## src/rtl/nfb_pkg.sv

```systemverilog
package nfb_pkg;

  typedef enum logic [1:0] {
    SRC_ARRAY  = 2'd0,
    SRC_STATUS = 2'd1,
    SRC_ID     = 2'd2,
    SRC_LOCK   = 2'd3
  } rd_src_e;

  typedef enum logic [1:0] {
    CYC_IDLE = 2'd0,
    CYC_CMD  = 2'd1,
    CYC_ADDR = 2'd2,
    CYC_DIN  = 2'd3
  } cyc_e;

  localparam logic [7:0] OP_STATUS = 8'h70;
  localparam logic [7:0] OP_IDENT  = 8'h90;
  localparam logic [7:0] OP_LOCK   = 8'h7A;
  localparam logic [7:0] OP_PROG   = 8'h80;
  localparam logic [7:0] OP_ERASE  = 8'h60;

  function automatic rd_src_e src_for_op(input logic [7:0] op);
    rd_src_e s;
    case (op)
      OP_STATUS: s = SRC_STATUS;
      OP_IDENT:  s = SRC_ID;
      OP_LOCK:   s = SRC_LOCK;
      default:   s = SRC_ARRAY;
    endcase
    return s;
  endfunction

  function automatic logic op_modifies(input logic [7:0] op);
    return (op == OP_PROG) || (op == OP_ERASE);
  endfunction

endpackage

```

## src/rtl/nfb_sync.sv

```systemverilog
module nfb_sync #(
  parameter int W = 1,
  parameter logic [W-1:0] RST_VAL = '0
) (
  input  logic         clk,
  input  logic         rst_n,
  input  logic [W-1:0] d,
  output logic [W-1:0] q
);

  logic [W-1:0] stage1_q;
  logic [W-1:0] stage2_q;

  always_ff @(posedge clk or negedge rst_n) begin
    if (!rst_n) begin
      stage1_q <= RST_VAL;
      stage2_q <= RST_VAL;
    end else begin
      stage1_q <= d;
      stage2_q <= stage1_q;
    end
  end

  assign q = stage2_q;

endmodule

```

## src/rtl/nfb_pin_filter.sv

```systemverilog
module nfb_pin_filter #(
  parameter int   FILT_LEN = 3,
  parameter logic RST_VAL  = 1'b1
) (
  input  logic clk,
  input  logic rst_n,
  input  logic raw,
  output logic level
);

  localparam int CNT_W = (FILT_LEN < 2) ? 1 : $clog2(FILT_LEN + 1);

  logic             sync_lvl;
  logic             level_q, level_n;
  logic [CNT_W-1:0] cnt_q, cnt_n;

  nfb_sync #(.W(1), .RST_VAL(RST_VAL)) u_sync (
    .clk   (clk),
    .rst_n (rst_n),
    .d     (raw),
    .q     (sync_lvl)
  );

  // a new level must persist for FILT_LEN consecutive samples
  always_comb begin
    level_n = level_q;
    cnt_n   = '0;
    if (sync_lvl != level_q) begin
      if (cnt_q == CNT_W'(FILT_LEN - 1)) begin
        level_n = sync_lvl;
      end else begin
        cnt_n = cnt_q + CNT_W'(1);
      end
    end
  end

  always_ff @(posedge clk or negedge rst_n) begin
    if (!rst_n) begin
      level_q <= RST_VAL;
      cnt_q   <= '0;
    end else begin
      level_q <= level_n;
      cnt_q   <= cnt_n;
    end
  end

  assign level = level_q;

  generate
    if (FILT_LEN >= 2) begin : g_hold_chk
      // a filtered level never changes on two consecutive cycles
      a_r9_min_hold: assert property (@(posedge clk) disable iff (!rst_n)
        (level_q != $past(level_q)) |=> (level_q == $past(level_q)));
    end
  endgenerate

endmodule

```

## src/rtl/nfb_cycle_decode.sv

```systemverilog
module nfb_cycle_decode
  import nfb_pkg::*;
#(
  parameter int IO_W       = 16,
  parameter int ADDR_W     = 27,
  parameter int ADDR_BYTES = 4
) (
  input  logic              clk,
  input  logic              rst_n,
  input  logic              cfg_x16,
  input  logic              ce_f,
  input  logic              we_f,
  input  logic              re_f,
  input  logic              cle_s,
  input  logic              ale_s,
  input  logic              wp_s,
  input  logic [IO_W-1:0]   io_s,
  output logic              cmd_valid,
  output logic [7:0]        cmd_byte,
  output logic              addr_valid,
  output logic [ADDR_W-1:0] addr,
  output logic              wr_valid,
  output logic [IO_W-1:0]   wr_data,
  output logic              modify_start,
  output logic              modify_refused,
  output rd_src_e           rd_src
);

  localparam int CNT_W = $clog2(ADDR_BYTES + 1);

  logic              we_d_q;
  logic              we_rise;
  cyc_e              cyc;

  logic              cmd_valid_q, cmd_valid_n;
  logic [7:0]        cmd_byte_q, cmd_byte_n;
  logic              addr_valid_q, addr_valid_n;
  logic [ADDR_W-1:0] stage_q, stage_n;
  logic [CNT_W-1:0]  cnt_q, cnt_n;
  logic              wr_valid_q, wr_valid_n;
  logic [IO_W-1:0]   wr_data_q, wr_data_n;
  logic              mstart_q, mstart_n;
  logic              mref_q, mref_n;
  rd_src_e           src_q, src_n;

  assign we_rise = we_f & ~we_d_q;

  // cycle classification from the levels around the write strobe
  always_comb begin
    cyc = CYC_IDLE;
    if (we_rise && !ce_f && re_f) begin
      case ({cle_s, ale_s})
        2'b10:   cyc = CYC_CMD;
        2'b01:   cyc = CYC_ADDR;
        2'b00:   cyc = wp_s ? CYC_DIN : CYC_IDLE;
        default: cyc = CYC_IDLE;
      endcase
    end
  end

  always_comb begin
    cmd_valid_n  = 1'b0;
    addr_valid_n = 1'b0;
    wr_valid_n   = 1'b0;
    mstart_n     = 1'b0;
    mref_n       = 1'b0;
    cmd_byte_n   = cmd_byte_q;
    stage_n      = stage_q;
    cnt_n        = cnt_q;
    wr_data_n    = wr_data_q;
    src_n        = src_q;
    case (cyc)
      CYC_CMD: begin
        cmd_valid_n = 1'b1;
        cmd_byte_n  = io_s[7:0];
        cnt_n       = '0;
        src_n       = src_for_op(io_s[7:0]);
        if (op_modifies(io_s[7:0])) begin
          mstart_n = wp_s;
          mref_n   = ~wp_s;
        end
      end
      CYC_ADDR: begin
        if (cnt_q < CNT_W'(ADDR_BYTES)) begin
          if (cnt_q == '0) stage_n = '0;
          for (int k = 0; k < ADDR_BYTES; k++) begin
            if (cnt_q == CNT_W'(k)) begin
              for (int b = 0; b < 8; b++) begin
                if (8 * k + b < ADDR_W) stage_n[8 * k + b] = io_s[b];
              end
            end
          end
          cnt_n = cnt_q + CNT_W'(1);
          addr_valid_n = (cnt_q == CNT_W'(ADDR_BYTES - 1));
        end
      end
      CYC_DIN: begin
        wr_valid_n = 1'b1;
        wr_data_n  = cfg_x16 ? io_s : IO_W'(io_s[7:0]);
      end
      default: ;
    endcase
  end

  always_ff @(posedge clk or negedge rst_n) begin
    if (!rst_n) begin
      we_d_q       <= 1'b1;
      cmd_valid_q  <= 1'b0;
      cmd_byte_q   <= '0;
      addr_valid_q <= 1'b0;
      stage_q      <= '0;
      cnt_q        <= '0;
      wr_valid_q   <= 1'b0;
      wr_data_q    <= '0;
      mstart_q     <= 1'b0;
      mref_q       <= 1'b0;
      src_q        <= SRC_ARRAY;
    end else begin
      we_d_q       <= we_f;
      cmd_valid_q  <= cmd_valid_n;
      cmd_byte_q   <= cmd_byte_n;
      addr_valid_q <= addr_valid_n;
      stage_q      <= stage_n;
      cnt_q        <= cnt_n;
      wr_valid_q   <= wr_valid_n;
      wr_data_q    <= wr_data_n;
      mstart_q     <= mstart_n;
      mref_q       <= mref_n;
      src_q        <= src_n;
    end
  end

  assign cmd_valid      = cmd_valid_q;
  assign cmd_byte       = cmd_byte_q;
  assign addr_valid     = addr_valid_q;
  assign addr           = stage_q;
  assign wr_valid       = wr_valid_q;
  assign wr_data        = wr_data_q;
  assign modify_start   = mstart_q;
  assign modify_refused = mref_q;
  assign rd_src         = src_q;

  // the completed address holds once it has been reported
  a_r2_addr_hold: assert property (@(posedge clk) disable iff (!rst_n)
    addr_valid_q |=> $stable(stage_q));

endmodule

```

## src/rtl/nfb_read_port.sv

```systemverilog
module nfb_read_port
  import nfb_pkg::*;
#(
  parameter int IO_W = 16
) (
  input  logic            clk,
  input  logic            rst_n,
  input  logic            cfg_x16,
  input  logic            ce_f,
  input  logic            we_f,
  input  logic            re_f,
  input  logic            cle_s,
  input  logic            ale_s,
  input  rd_src_e         rd_src,
  input  logic [IO_W-1:0] rd_data,
  input  logic [7:0]      status_in,
  input  logic [7:0]      id_in,
  input  logic [7:0]      lock_in,
  output logic            rd_req,
  output logic [IO_W-1:0] io_out,
  output logic            io_oe
);

  logic            re_d_q;
  logic            take;
  logic [IO_W-1:0] word;
  logic [IO_W-1:0] io_q, io_n;

  assign take = ~re_f & re_d_q & ~ce_f & we_f & ~cle_s & ~ale_s;

  always_comb begin
    case (rd_src)
      SRC_STATUS: word = IO_W'(status_in);
      SRC_ID:     word = IO_W'(id_in);
      SRC_LOCK:   word = IO_W'(lock_in);
      default:    word = cfg_x16 ? rd_data : IO_W'(rd_data[7:0]);
    endcase
    io_n = take ? word : io_q;
  end

  always_ff @(posedge clk or negedge rst_n) begin
    if (!rst_n) begin
      re_d_q <= 1'b1;
      io_q   <= '0;
    end else begin
      re_d_q <= re_f;
      io_q   <= io_n;
    end
  end

  assign rd_req = take & (rd_src == SRC_ARRAY);
  assign io_out = io_q;
  assign io_oe  = ~ce_f & ~re_f;

  // the page buffer is advanced only when it is the selected source
  a_r7_req_array_only: assert property (@(posedge clk) disable iff (!rst_n)
    rd_req |-> (rd_src == SRC_ARRAY));

endmodule

```

## src/rtl/nand_bus_front.sv

```systemverilog
module nand_bus_front
  import nfb_pkg::*;
#(
  parameter int IO_W       = 16,
  parameter int ADDR_W     = 27,
  parameter int ADDR_BYTES = 4,
  parameter int FILT_LEN   = 3
) (
  input  logic              clk,
  input  logic              rst_n,
  input  logic              cfg_x16,
  input  logic              ce_n,
  input  logic              cle,
  input  logic              ale,
  input  logic              we_n,
  input  logic              re_n,
  input  logic              wp_n,
  input  logic [IO_W-1:0]   io_in,
  output logic [IO_W-1:0]   io_out,
  output logic              io_oe,
  output logic              cmd_valid,
  output logic [7:0]        cmd_byte,
  output logic              addr_valid,
  output logic [ADDR_W-1:0] addr,
  output logic              wr_valid,
  output logic [IO_W-1:0]   wr_data,
  output logic              modify_start,
  output logic              modify_refused,
  output logic              rd_req,
  input  logic [IO_W-1:0]   rd_data,
  input  logic [7:0]        status_in,
  input  logic [7:0]        id_in,
  input  logic [7:0]        lock_in
);

  localparam int N_STRB = 3;

  logic [1:0]        rst_pipe_q;
  logic              rst_int_n;
  logic [N_STRB-1:0] strb_raw;
  logic [N_STRB-1:0] strb_f;
  logic              ce_f, we_f, re_f;
  logic [2:0]        lvl_s;
  logic              cle_s, ale_s, wp_s;
  logic [IO_W-1:0]   io_s;
  rd_src_e           rd_src;

  // asynchronous assert, synchronous release
  always_ff @(posedge clk or negedge rst_n) begin
    if (!rst_n) rst_pipe_q <= '0;
    else        rst_pipe_q <= {rst_pipe_q[0], 1'b1};
  end
  assign rst_int_n = rst_pipe_q[1];

  assign strb_raw = {re_n, we_n, ce_n};

  generate
    for (genvar i = 0; i < N_STRB; i++) begin : g_strb
      nfb_pin_filter #(.FILT_LEN(FILT_LEN), .RST_VAL(1'b1)) u_filt (
        .clk   (clk),
        .rst_n (rst_int_n),
        .raw   (strb_raw[i]),
        .level (strb_f[i])
      );
    end
  endgenerate

  assign ce_f = strb_f[0];
  assign we_f = strb_f[1];
  assign re_f = strb_f[2];

  // protect resets to the protected state and is never latched
  nfb_sync #(.W(3), .RST_VAL(3'b000)) u_lvl_sync (
    .clk   (clk),
    .rst_n (rst_int_n),
    .d     ({wp_n, ale, cle}),
    .q     (lvl_s)
  );
  assign cle_s = lvl_s[0];
  assign ale_s = lvl_s[1];
  assign wp_s  = lvl_s[2];

  nfb_sync #(.W(IO_W), .RST_VAL('0)) u_io_sync (
    .clk   (clk),
    .rst_n (rst_int_n),
    .d     (io_in),
    .q     (io_s)
  );

  nfb_cycle_decode #(.IO_W(IO_W), .ADDR_W(ADDR_W), .ADDR_BYTES(ADDR_BYTES)) u_decode (
    .clk            (clk),
    .rst_n          (rst_int_n),
    .cfg_x16        (cfg_x16),
    .ce_f           (ce_f),
    .we_f           (we_f),
    .re_f           (re_f),
    .cle_s          (cle_s),
    .ale_s          (ale_s),
    .wp_s           (wp_s),
    .io_s           (io_s),
    .cmd_valid      (cmd_valid),
    .cmd_byte       (cmd_byte),
    .addr_valid     (addr_valid),
    .addr           (addr),
    .wr_valid       (wr_valid),
    .wr_data        (wr_data),
    .modify_start   (modify_start),
    .modify_refused (modify_refused),
    .rd_src         (rd_src)
  );

  nfb_read_port #(.IO_W(IO_W)) u_read (
    .clk       (clk),
    .rst_n     (rst_int_n),
    .cfg_x16   (cfg_x16),
    .ce_f      (ce_f),
    .we_f      (we_f),
    .re_f      (re_f),
    .cle_s     (cle_s),
    .ale_s     (ale_s),
    .rd_src    (rd_src),
    .rd_data   (rd_data),
    .status_in (status_in),
    .id_in     (id_in),
    .lock_in   (lock_in),
    .rd_req    (rd_req),
    .io_out    (io_out),
    .io_oe     (io_oe)
  );

  // a deselected device never drives the bus
  a_r10_standby_no_drive: assert property (@(posedge clk) disable iff (!rst_int_n)
    ce_f |-> !io_oe);

  // every decoded cycle comes from a selected device
  a_r10_standby_no_cycle: assert property (@(posedge clk) disable iff (!rst_int_n)
    (cmd_valid || addr_valid || wr_valid) |-> !$past(ce_f));

  // page-buffer writes only with protect released
  a_r5_din_needs_wp: assert property (@(posedge clk) disable iff (!rst_int_n)
    wr_valid |-> $past(wp_s));

  // a modify start only with protect released
  a_r6_modify_needs_wp: assert property (@(posedge clk) disable iff (!rst_int_n)
    modify_start |-> ($past(wp_s) && cmd_valid));

endmodule

```

## config.mk

```make
export PLATFORM = sky130hd
export DESIGN_NAME = nand_bus_front
export DESIGN_NICKNAME = d
export VERILOG_FILES = /design/src/rtl/nfb_pkg.sv /design/src/rtl/nfb_sync.sv /design/src/rtl/nfb_pin_filter.sv /design/src/rtl/nfb_cycle_decode.sv /design/src/rtl/nfb_read_port.sv /design/src/rtl/nand_bus_front.sv
export SDC_FILE = /design/constraint.sdc
export NUM_CORES = 1
export LEC_CHECK = 0
export BUFFER_PORTS_ARGS = -buffer_cell sky130_fd_sc_hd__buf_4
export CAP_MARGIN = 15
export CORE_AREA = 5 5 120 88
export DETAILED_ROUTE_END_ITERATION = 10
export DIE_AREA = 0 0 125 93
export GPL_TIMING_DRIVEN = 0
export PLACE_DENSITY = 0.83
export SYNTH_ARGS = -nofsm -noshare
export SYNTH_HDL_FRONTEND = slang
export SYNTH_HIERARCHICAL = 1
export SYNTH_SLANG_ARGS = --single-unit
```

## constraint.sdc

```tcl
create_clock -name clk -period 7.5 [get_ports clk]
set_clock_uncertainty 0.1 [all_clocks]
set_input_delay 1.5 -clock clk [delete_from_list [all_inputs] [get_ports clk]]
set_output_delay 1.5 -clock clk [all_outputs]
set_load 0.02 [all_outputs]
```

==> metrics.md <==
| Metric | Value |
|---|---|
| IO Count | `139` |
| Synth area leaders | `dfrtp_1 (61%), mux2_2 (7.1%), dfstp_2 (5.7%), mux2i_1 (4.7%), mux4_2 (3.5%)` |
| Crit path kind | `reg -> out` |
| Initial core utilization | `54.31%` |
| Nets | `569` |
| Layout cells sized above 1 | `47.27%` |
| Synth area leader | `dfrtp_1` |
| Routed Antenna Nets | `0` |
| Most numerous cell in the Yosys netlist | `dfrtp_1` |
| DR vias/cell | `5.070` |
| Tightest Pin Transition | `0.8386 ns` |
| Min cycle time layout | `3.441 ns` |
| Cts hold-fix bufs | `0` |
| Die area | `11630 sq um` |
| Setup TNS | `0 ns` |
| Max_slew headroom | `44.09%` |
| Worst Hold Path EP | `u_io_sync/q[9]$_DFF_PN0_` |
| Metal2 WL | `5.908 mm` |
| Hold Crit Class | `reg -> reg` |
| Startpoint types | `register` |
| Drc violations | `0` |
| Initial antenna violation count | `0` |
| Most instantiated cells after synthesis | `dfrtp_1 (123), mux2_2 (32), inv_1 (30)` |
| Global-route wire length before repair | `18.93 mm` |
| Metal3 WL | `941 microns` |
| Register area share after synthesis | `66.33%` |
| WHS Path Cells | `0` |
| Num CTS Buffers | `17` |
| Via count of the first global-routing pass | `3665` |
| Post-Synthesis Cells | `341` |
| Met1 WL | `4.699 mm` |
| Post_cts resized | `0` |
| Final Cycle Share | `45.88%` |
| Max Cap Viol | `0` |
| Yosys warnings | `6` |
| DIE WIDTH | `125 microns` |
| CTS Sinks | `134` |
| Worst R2R End | `u_decode/wr_data[7]$_DFFE_PN0N_` |
| Top cell type's share of synthesized area | `60.64%` |
| Drt wl/cell | `18.19 microns` |
| # diodes | `0` |
| Synthesized area per cell | `14.89 sq um` |
| Net Count, Synth | `411` |
| Cell area after synthesis | `5076 sq um` |
| Routed WL | `11.64 mm` |
| Global-route usage over all layers | `21.12%` |
| Synth cell types | `41` |
| Worst R2R Start | `g_strb[1].u_filt/level$_DFFE_PN1P_` |
| Fraction of registers with async set/reset | `100.0%` |
| Largest net degree at the start of global routing | `68` |
| Routability congestion estimate | `0.8298` |
| Crit-path max FO | `10` |
| Non-filler instance count after layout | `640` |
| Port Buf Inserts | `138` |
| Synth Register Bits | `134` |
| Core footprint | `9346 sq um` |
| Placed insts | `608` |
| Die H | `93 microns` |
| Power per cell area | `361.5 nW/um^2` |
| Flop2flop setup slack | `5.34 ns` |
| Static Leak | `0.003417 uW` |
| Root Driver | `clkbuf_16` |
| Setup bufs post-CTS | `0` |
| H-tree Lvls | `4` |
| Ys flop type | `dfrtp_1` |
| CTS tree | `done` |
| Placement row count | `30` |
| CTS max path bufs | `2` |
| Run status | `completed` |
| 1st-iter DRT viols | `195` |
| Post-synth EDFFs | `0` |
| WP data required | `5.90 ns` |
| Max layer used | `met4` |
| Area delta synth->final | `35.08%` |
| Element type at the critical path end | `output pin` |
| Hold_sp | `u_io_sync/stage1_q[9]$_DFF_PN0_` |
| Vias post-DR | `3245` |
| Clock-pin slew on the worst setup and hold paths | `0.06 ns` |
| Post-DP HPWL | `7.966 mm` |
| Final hold vios | `0` |
| Cell count of the worst reg-to-reg path | `5` |
| Max-slew violations | `0` |
| RSZ-0062 raised after global routing | `false` |
| Final setup viols | `0` |
| Router iterations before antenna repair | `7` |
| Clk_lat worst skew | `0.41 ns` |
| Maximum vdd drop | `0.2722 mV` |
| Worst EP arrival | `1.84 ns` |
| Total power | `2479 uW` |
| Leftover overflow at the end of global routing | `0` |
| Max Fclk | `290.6 MHz` |
==> layout make-up <==
cell class | count | area [sq um]
inverters | 30 | 112.6
clock inverters | 12 | 96.34
flip-flops and latches | 134 | 3371
clock buffers | 20 | 456.7
repair buffers | 139 | 1064
fillers | 610 | 2490
multi-input cells | 163 | 1500
plain buffers | 14 | 96.34
well taps | 128 | 160.2
==> flip-flops by register name, summed over array words and instances, names as in the netlist, 2 cells and up <==
| signal | count |
|---|---|
| u_decode/cnt_q | 3 |
| u_decode/cmd_byte | 8 |
| u_lvl_sync/q | 3 |
| g_strb.u_filt/level | 3 |
| u_decode/rd_src | 2 |
| u_decode/addr | 27 |
| g_strb.u_filt/cnt_q | 6 |
| u_io_sync/stage1_q | 16 |
| u_read/io_out | 16 |
| u_decode/wr_data | 16 |
| u_io_sync/q | 16 |
| g_strb.u_filt/u_sync/q | 3 |
| g_strb.u_filt/u_sync/stage1_q | 3 |
| rst_pipe_q | 2 |
| u_lvl_sync/stage1_q | 3 |
==> metal layers <==
layer / track usage (%) / up-vias
li1: - / 1484
met3: 7.306 / 12
met5: 0 / -
met4: 9.567 / 0
met1: 25.79 / 1636
met2: 34.35 / 113
==> worst max path at each step <==
stage	end	start	cells past startpoint	slack [ns]
after detailed placement	rd_req	u_lvl_sync/q[0]$_DFF_PN0_	5	4.49
after CTS	rd_req	u_lvl_sync/q[0]$_DFF_PN0_	5	4.04
after global placement	g_strb[1].u_filt/cnt_q[1]$_DFF_PN0_	rst_pipe_q[1]$_DFF_PN0_	0	2.21
after global routing	rd_req	u_lvl_sync/q[0]$_DFF_PN0_	5	3.94
final	rd_req	u_lvl_sync/q[0]$_DFF_PN0_	5	4.06
after floorplan	g_strb[0].u_filt/cnt_q[0]$_DFF_PN0_	rst_pipe_q[1]$_DFF_PN0_	0	3.41
==> critical path, stage by stage (launching register included) <==
cell and delay [ns]:
dfrtp_1 0.43, nor2_1 0.24, nand4_4 0.23, buf_6 0.23
nor3_1 0.14, buf_4 0.17
==> where the power goes <==
part | leakage (uW) | switching, uW | internal (uW)
Combinational | 0.00147 | 356 | 337
Clock | 0.000260 | 316 | 445
Sequential | 0.00168 | 123 | 902
==> per-stage QoR <==
step	hold WS, ns	setup WS, ns	cell area, sq um	utilization [%]
3_5_place_dp	0.2347	4.495	6304	67.44
6_report	0.2465	4.059	6857	73.36
2_1_floorplan	0.2312	3.409	5076	-
5_1_grt	0.2488	3.940	6857	73.36
3_3_place_gp	0.2318	2.210	6272	67.11
4_1_cts	0.2477	4.043	6857	73.36
==> placed cells by master, fill, tap and decap left out, types with 5 or more instances in the layout <==
master and instances:
a22o_1 9, buf_4 138, clkbuf_1 5, clkbuf_16 17, dfrtp_1 122, dfstp_2 11, ha_1 5, inv_1 30
mux2_2 32, mux2i_1 24, mux4_2 8, nand2_1 26
==> logic make-up after synthesis <==
group / synth area share [%]
xor gates and xnor gates: 0.6901
and+or+nand+nor: 7.740
adders and majority gates: 1.232
muxes: 16.56
buffers and inverters: 4.116
other: 0.07388
AOI/OAI and AO/OA: 3.254
DFF: 66.33
Power figures use the tool's default switching activity.
